### config.mk
export PLATFORM = sky130hd
export DESIGN_NAME = rbk_resp_gen
export DESIGN_NICKNAME = d
export VERILOG_FILES = /design/src/rtl/rbk_pkg.sv /design/src/rtl/rbk_sel_reg.sv /design/src/rtl/rbk_crc8.sv /design/src/rtl/rbk_frame_fsm.sv /design/src/rtl/rbk_shift_out.sv /design/src/rtl/rbk_resp_gen.sv
export SDC_FILE = /design/constraint.sdc
export NUM_CORES = 1
export LEC_CHECK = 0
export CORE_ASPECT_RATIO = 1.2
export CORE_MARGIN = 8
export CORE_UTILIZATION = 41
export CTS_CLUSTER_SIZE = 24
export DETAILED_ROUTE_END_ITERATION = 8
export GPL_TIMING_DRIVEN = 1
export PLACE_DENSITY = 0.69
export SETUP_SLACK_MARGIN = 0.5
export SLEW_MARGIN = 20
export SYNTH_ARGS = -nofsm -noshare
export SYNTH_HDL_FRONTEND = slang
export SYNTH_HIERARCHICAL = 1
export SYNTH_SLANG_ARGS = --single-unit
### constraint.sdc
create_clock -name clk -period 2.89 [get_ports clk]
set_clock_uncertainty 0.1 [all_clocks]
set_input_delay 0.578 -clock clk [delete_from_list [all_inputs] [get_ports clk]]
set_output_delay 0.578 -clock clk [all_outputs]
set_load 0.005 [all_outputs]
### src/rtl/rbk_pkg.sv
package rbk_pkg;

    // Frame controller states
    typedef enum logic [1:0] {
        ST_IDLE  = 2'd0,
        ST_ARM   = 2'd1,
        ST_SHIFT = 2'd2,
        ST_DRAIN = 2'd3
    } rbk_state_e;

    // Fixed response header placed in the two top bits
    localparam logic [1:0] RESP_HDR = 2'b10;

endpackage

### src/rtl/rbk_sel_reg.sv
module rbk_sel_reg #(
    parameter int ADDR_W = 5,
    parameter int DATA_W = 16,
    parameter logic [ADDR_W-1:0] SEL_REG = 5'h13
) (
    input  logic              clk,
    input  logic              rst_n,
    input  logic              wr_stb,
    input  logic [ADDR_W-1:0] wr_addr,
    input  logic [DATA_W-1:0] wr_data,
    output logic [ADDR_W-1:0] sel_addr
);

    logic hit;

    assign hit = wr_stb && (wr_addr == SEL_REG);

    always_ff @(posedge clk) begin
        if (!rst_n) begin
            sel_addr <= '0;
        end else if (hit) begin
            sel_addr <= wr_data[ADDR_W-1:0];
        end
    end


    sel_load_chk: assert property (@(posedge clk) disable iff (!rst_n)
        (wr_stb && wr_addr == SEL_REG) |=> (sel_addr == $past(wr_data[ADDR_W-1:0])));


    sel_hold_chk: assert property (@(posedge clk) disable iff (!rst_n)
        !(wr_stb && wr_addr == SEL_REG) |=> $stable(sel_addr));

endmodule

### src/rtl/rbk_crc8.sv
module rbk_crc8 #(
    parameter int IN_W = 24,
    parameter int CW = 8,
    parameter logic [CW-1:0] POLY = 8'h07
) (
    input  logic [IN_W-1:0] din,
    output logic [CW-1:0]   crc
);

    // One stage per input bit, MSB first
    logic [CW-1:0] stage [0:IN_W];

    assign stage[0] = '0;

    for (genvar i = 0; i < IN_W; i++) begin : g_step
        logic fb;
        assign fb = stage[i][CW-1] ^ din[IN_W-1-i];
        assign stage[i+1] = {stage[i][CW-2:0], 1'b0} ^ (fb ? POLY : '0);
    end

    assign crc = stage[IN_W];

endmodule

### src/rtl/rbk_frame_fsm.sv
module rbk_frame_fsm
    import rbk_pkg::*;
#(
    parameter int FRAME_W = 32
) (
    input  logic clk,
    input  logic rst_n,
    input  logic sync_n,
    input  logic sclk,
    output logic load,
    output logic shift,
    output logic clear,
    output logic oe
);

    localparam int CNT_W = $clog2(FRAME_W);
    localparam logic [CNT_W-1:0] LAST_SHIFT = CNT_W'(FRAME_W - 2);

    rbk_state_e state, nxt;
    logic [CNT_W-1:0] cnt;
    logic sync_q, sclk_q;
    logic frame_start, sck_rise;

    assign frame_start = sync_q && !sync_n;
    assign sck_rise    = sclk && !sclk_q;

    // Next-state logic
    always_comb begin
        nxt = state;
        unique case (state)
            ST_IDLE:  if (frame_start) nxt = ST_ARM;
            ST_ARM:   if (sync_n) nxt = ST_IDLE;
                      else if (sck_rise) nxt = ST_SHIFT;
            ST_SHIFT: if (sync_n) nxt = ST_IDLE;
                      else if (sck_rise && cnt == LAST_SHIFT) nxt = ST_DRAIN;
            ST_DRAIN: if (sync_n) nxt = ST_IDLE;
        endcase
    end

    // State register
    always_ff @(posedge clk) begin
        if (!rst_n) begin
            state  <= ST_IDLE;
            cnt    <= '0;
            sync_q <= 1'b1;
            sclk_q <= 1'b0;
        end else begin
            state  <= nxt;
            sync_q <= sync_n;
            sclk_q <= sclk;
            if (load) begin
                cnt <= '0;
            end else if (shift) begin
                cnt <= cnt + 1'b1;
            end
        end
    end

    // Outputs
    always_comb begin
        load  = (state == ST_IDLE) && frame_start;
        shift = (state == ST_SHIFT) && !sync_n && sck_rise;
        clear = (state == ST_DRAIN) && !sync_n && sck_rise;
    end

    always_ff @(posedge clk) begin
        if (!rst_n) begin
            oe <= 1'b0;
        end else begin
            oe <= (nxt != ST_IDLE);
        end
    end


    drain_cnt_chk: assert property (@(posedge clk) disable iff (!rst_n)
        (state == ST_DRAIN) |-> (cnt == CNT_W'(FRAME_W - 1)));


    abort_idle_chk: assert property (@(posedge clk) disable iff (!rst_n)
        sync_n |=> (state == ST_IDLE));

endmodule

### src/rtl/rbk_shift_out.sv
module rbk_shift_out #(
    parameter int W = 32
) (
    input  logic         clk,
    input  logic         rst_n,
    input  logic         load,
    input  logic [W-1:0] word,
    input  logic         shift,
    input  logic         clear,
    output logic         bit_out
);

    logic [W-1:0] shreg;

    always_ff @(posedge clk) begin
        if (!rst_n) begin
            shreg <= '0;
        end else if (load) begin
            shreg <= word;
        end else if (clear) begin
            shreg <= '0;
        end else if (shift) begin
            shreg <= {shreg[W-2:0], 1'b0};
        end
    end

    assign bit_out = shreg[W-1];

endmodule

### src/rtl/rbk_resp_gen.sv
module rbk_resp_gen
    import rbk_pkg::*;
#(
    parameter int ADDR_W = 5,
    parameter int DATA_W = 16,
    parameter int CRC_W = 8,
    parameter logic [CRC_W-1:0] CRC_POLY = 8'h07,
    parameter logic [ADDR_W-1:0] SEL_REG = 5'h13
) (
    input  logic              clk,
    input  logic              rst_n,
    input  logic              sync_n,
    input  logic              sclk,
    input  logic              wr_stb,
    input  logic [ADDR_W-1:0] wr_addr,
    input  logic [DATA_W-1:0] wr_data,
    input  logic              fault_in,
    output logic [ADDR_W-1:0] rd_addr,
    input  logic [DATA_W-1:0] rd_data,
    output logic              sdo,
    output logic              sdo_oe
);

    localparam int BODY_W  = 3 + ADDR_W + DATA_W;
    localparam int FRAME_W = BODY_W + CRC_W;

    logic [ADDR_W-1:0]  sel_addr;
    logic [BODY_W-1:0]  body;
    logic [CRC_W-1:0]   chk;
    logic [FRAME_W-1:0] word;
    logic load, shift, clear, oe, bit_out;

    rbk_sel_reg #(
        .ADDR_W (ADDR_W),
        .DATA_W (DATA_W),
        .SEL_REG(SEL_REG)
    ) u_sel (
        .clk     (clk),
        .rst_n   (rst_n),
        .wr_stb  (wr_stb),
        .wr_addr (wr_addr),
        .wr_data (wr_data),
        .sel_addr(sel_addr)
    );

    assign rd_addr = sel_addr;
    assign body    = {RESP_HDR, fault_in, sel_addr, rd_data};

    rbk_crc8 #(
        .IN_W(BODY_W),
        .CW  (CRC_W),
        .POLY(CRC_POLY)
    ) u_crc (
        .din(body),
        .crc(chk)
    );

    assign word = {body, chk};

    rbk_frame_fsm #(
        .FRAME_W(FRAME_W)
    ) u_fsm (
        .clk   (clk),
        .rst_n (rst_n),
        .sync_n(sync_n),
        .sclk  (sclk),
        .load  (load),
        .shift (shift),
        .clear (clear),
        .oe    (oe)
    );

    rbk_shift_out #(
        .W(FRAME_W)
    ) u_shift (
        .clk    (clk),
        .rst_n  (rst_n),
        .load   (load),
        .word   (word),
        .shift  (shift),
        .clear  (clear),
        .bit_out(bit_out)
    );

    assign sdo    = oe && bit_out;
    assign sdo_oe = oe;


    oe_release_chk: assert property (@(posedge clk) disable iff (!rst_n)
        sync_n |=> !sdo_oe);


    hdr_first_chk: assert property (@(posedge clk) disable iff (!rst_n)
        load |=> (sdo_oe && sdo));

endmodule

==> reports/results.txt <==
Tcrit/Tclk final -> 81.4%
worst reg-to-reg path cell count -> 6
Site Rows -> 32
count of different cell masters after synthesis -> 42
chip height -> 104 um
outcome -> finished clean
FF-to-FF setup slack -> 0.62 ns
Mapped Area -> 0.00266 sq mm
post-DR wirelength/cell -> 14.6 um
CTS tree -> done
Primary FF master, synth -> dfxtp_1
Setup TNS Final -> 0 ns
I/O Buffers -> 38
CP startpoint kind -> input port
layout net count -> 394
Worst Path Required -> 2.99 ns
#FFs+latches synth -> 47
DR vias/cell -> 5.23
Die ar. -> 0.00933 sq mm
asr flop ratio synth -> 0%
Initial DRT Pass Iterations -> 4
CTS Buffer Depth -> 2
crit path time final -> 2.35 ns
HPWL after DPL -> 4520 um
Worst-Margin Slew -> 0.651 ns
Worst-Skew Late Latency -> 0.30 ns
Final Setup Violations -> 0
reg2reg start -> u_sel/sel_addr[2]
PwrDens -> 486 mW/mm^2
Die W -> 89.5 um
highest clock rate -> 425 MHz
number of synthesized flops with an enable pin -> 0
first-pass GRT wire length -> 10500 um
Yosys warning total -> 6
via count -> 2275
worst hold start -> u_fsm/cnt[3]
Critical Path Fanout Max -> 2
Util after Layout -> 53.0%
antenna cells -> 0
Crit. End Element -> register
layout cells sized above 1 -> 13.4%
Post-Route WL -> 6340 um
DP Area -> 0.00319 sq mm
Mean Syn Cell Area -> 8.86 sq um
clk sinks -> 47
initial antenna violation count -> 0
io pins -> 50
post-route ant nets -> 0
Hold Vio Cnt, Final -> 0
fin. max-slew vios -> 0
post-synthesis sequential area ratio -> 35.4%
Hold Crit Class -> reg2reg
Area Growth Syn to Fin -> 27.0%
Filler cells -> 593
Hold Buf Count CTS -> 0
CTS buffer count -> 5
final instance area -> 0.00338 sq mm
WS Path Type -> in2reg
CTS root buf -> clkbuf_8
Worst R2R End -> u_shift/shreg[2]
GRT Overall Usage -> 14.3%
VDD IR-drop max -> 0.270 mV
vias in the first global route -> 2228
Final Non-Filler Cells -> 435
Hold Path Depth -> 2
routability cong. -> 0.797
Clk pin slew, worst setup/hold paths -> 0.09 ns
P_leak -> 1.30 nW
Max Cap Violations -> 0
Hold Path End -> u_fsm/cnt[3]
total grt overflow -> 0
largest net degree at the start of global routing -> 35
core area -> 0.00637 sq mm
post-synthesis cell count -> 300
H-tree depth -> 2
Initial DRC Count -> 122
Starting Density -> 41.8%
placed cells -> 424
slew margin rel. -> 56.4%
critical path data arrival time -> 2.45 ns
Post-route DRC -> 0
unrepaired setup endpoints after global routing -> false
flip-flops by register name, summed over array words and instances, names as in the netlist:
name            cells
u_fsm/cnt           5
u_sel/sel_addr      5
u_fsm/state         2
u_shift/shreg      32
u_fsm/oe            1
u_fsm/sync_q        1
u_fsm/sclk_q        1
stage by stage:
| step | hold slack [ns] | power [mW] | setup WS [ns] |
|---|---|---|---|
| 2_1_floorplan | 0.352 | 1.06 | 0.594 |
| 3_3_place_gp | 0.366 | 1.18 | 0.0645 |
| 3_5_place_dp | 0.380 | 1.18 | 0.0549 |
| 4_1_cts | 0.392 | 1.64 | 0.496 |
| 5_1_grt | 0.437 | 1.73 | 0.491 |
| 6_report | 0.392 | 1.64 | 0.539 |
routing by layer:
metal	vias to the layer above	track usage, %	share of wire (%)
met5	-	0	0
met4	0	6.67	2.4
met3	12	2.53	4.4
met2	51	23.7	50
met1	1084	17.2	43
li1	1128	-	-
worst max-delay path: stages:
cell,delay [ns]
clkdlybuf4s50_1,0.49
xnor3_1,0.23
xnor2_1,0.36
xor2_2,0.23
xor3_1,0.43
nand2_1,0.08
a21oi_1,0.06
power by group:
group          internal [mW]  switching (mW)  leakage [nW]  total (mW)
clock                  0.218           0.225        0.0505       0.443
sequential             0.689          0.0222         0.386       0.712
combinational          0.273           0.214         0.862       0.487
cells in the final DEF (no fill, tap or decap), types with 2 or more instances in the layout:
master,count
o31ai_1,2
o21ai_1,15
buf_4,16
nand3_1,5
nand2_1,41
xnor3_1,6
a21oi_1,35
o21ai_0,47
and2_1,2
xnor3_2,6
clkdlybuf4s50_1,37
nor2_2,2
nand2b_1,4
nor2_1,3
xnor2_2,4
xor2_1,7
ha_1,2
xnor2_1,19
nor3_1,2
clkbuf_8,7
dfxtp_1,46
mux2i_1,7
inv_1,4
conb_1,8
cells in the mapped netlist (2+ instances only):
cell type	number	area, sq um
a21oi_1	35	175
and2_1	2	12.5
buf_6	3	33.8
clkbuf_1	11	41.3
clkbuf_2	2	10.0
conb_1	2	7.51
dfxtp_1	47	941
ha_1	2	25.0
inv_1	4	15.0
mux2i_1	7	70.1
nand2_1	41	154
nand2b_1	4	25.0
nand3_1	5	25.0
nor2_1	5	18.8
nor3_1	2	10.0
nor4b_1	2	17.5
o21ai_0	47	235
o21ai_1	15	75.1
o31ai_1	2	15.0
xnor2_1	22	193
xnor3_1	8	180
xnor3_2	4	95.1
xor2_1	9	78.8
cell type report:
type                    count  area [sq um]  area share [%]
clock buffers               7          96.3            2.85
clock inverters             1          7.51           0.222
inverters                   4          15.0           0.445
flip-flops and latches     47           942            27.9
well taps                  85           106            3.15
repair buffers             55           523            15.5
multi-input cells         236          1690            49.9
how the worst max path moves through the flow:
stage | startpoint | endpoint | slack (ns) | depth (start not counted)
floorplan | fault_in | u_shift/shreg[2] | 0.59 | 6
global placement | fault_in | u_shift/shreg[2] | 0.06 | 7
detailed placement | fault_in | u_shift/shreg[2] | 0.05 | 7
CTS | rd_data[14] | u_shift/shreg[2] | 0.50 | 7
global route | rd_data[15] | u_shift/shreg[2] | 0.49 | 8
finish | rd_data[10] | u_shift/shreg[2] | 0.54 | 7
logic make-up (layout without fill, tap and decap cells):
logic type	Yosys count	in the layout	share of synthesized area, %
AO/OA/AOI/OAI	103	103	20.0
XOR/XNOR	45	45	22.1
adder cells (fa/ha/maj)	2	2	0.941
buffers and inverters	23	67	4.38
flip-flops	47	47	35.4
multiplexers	7	7	2.64
other	2	8	0.282
AND/OR/NAND/NOR	71	71	14.3
repair_timing:
| item | 4_1_cts | 5_1_grt |
|---|---|---|
| pin swaps | 2 | 6 |
| endpoints found under the setup margin | 2 | 21 |
| buffers inserted | 0 | 3 |
| gates resized for setup | 3 | 9 |
Power figures use the tool's default switching activity.
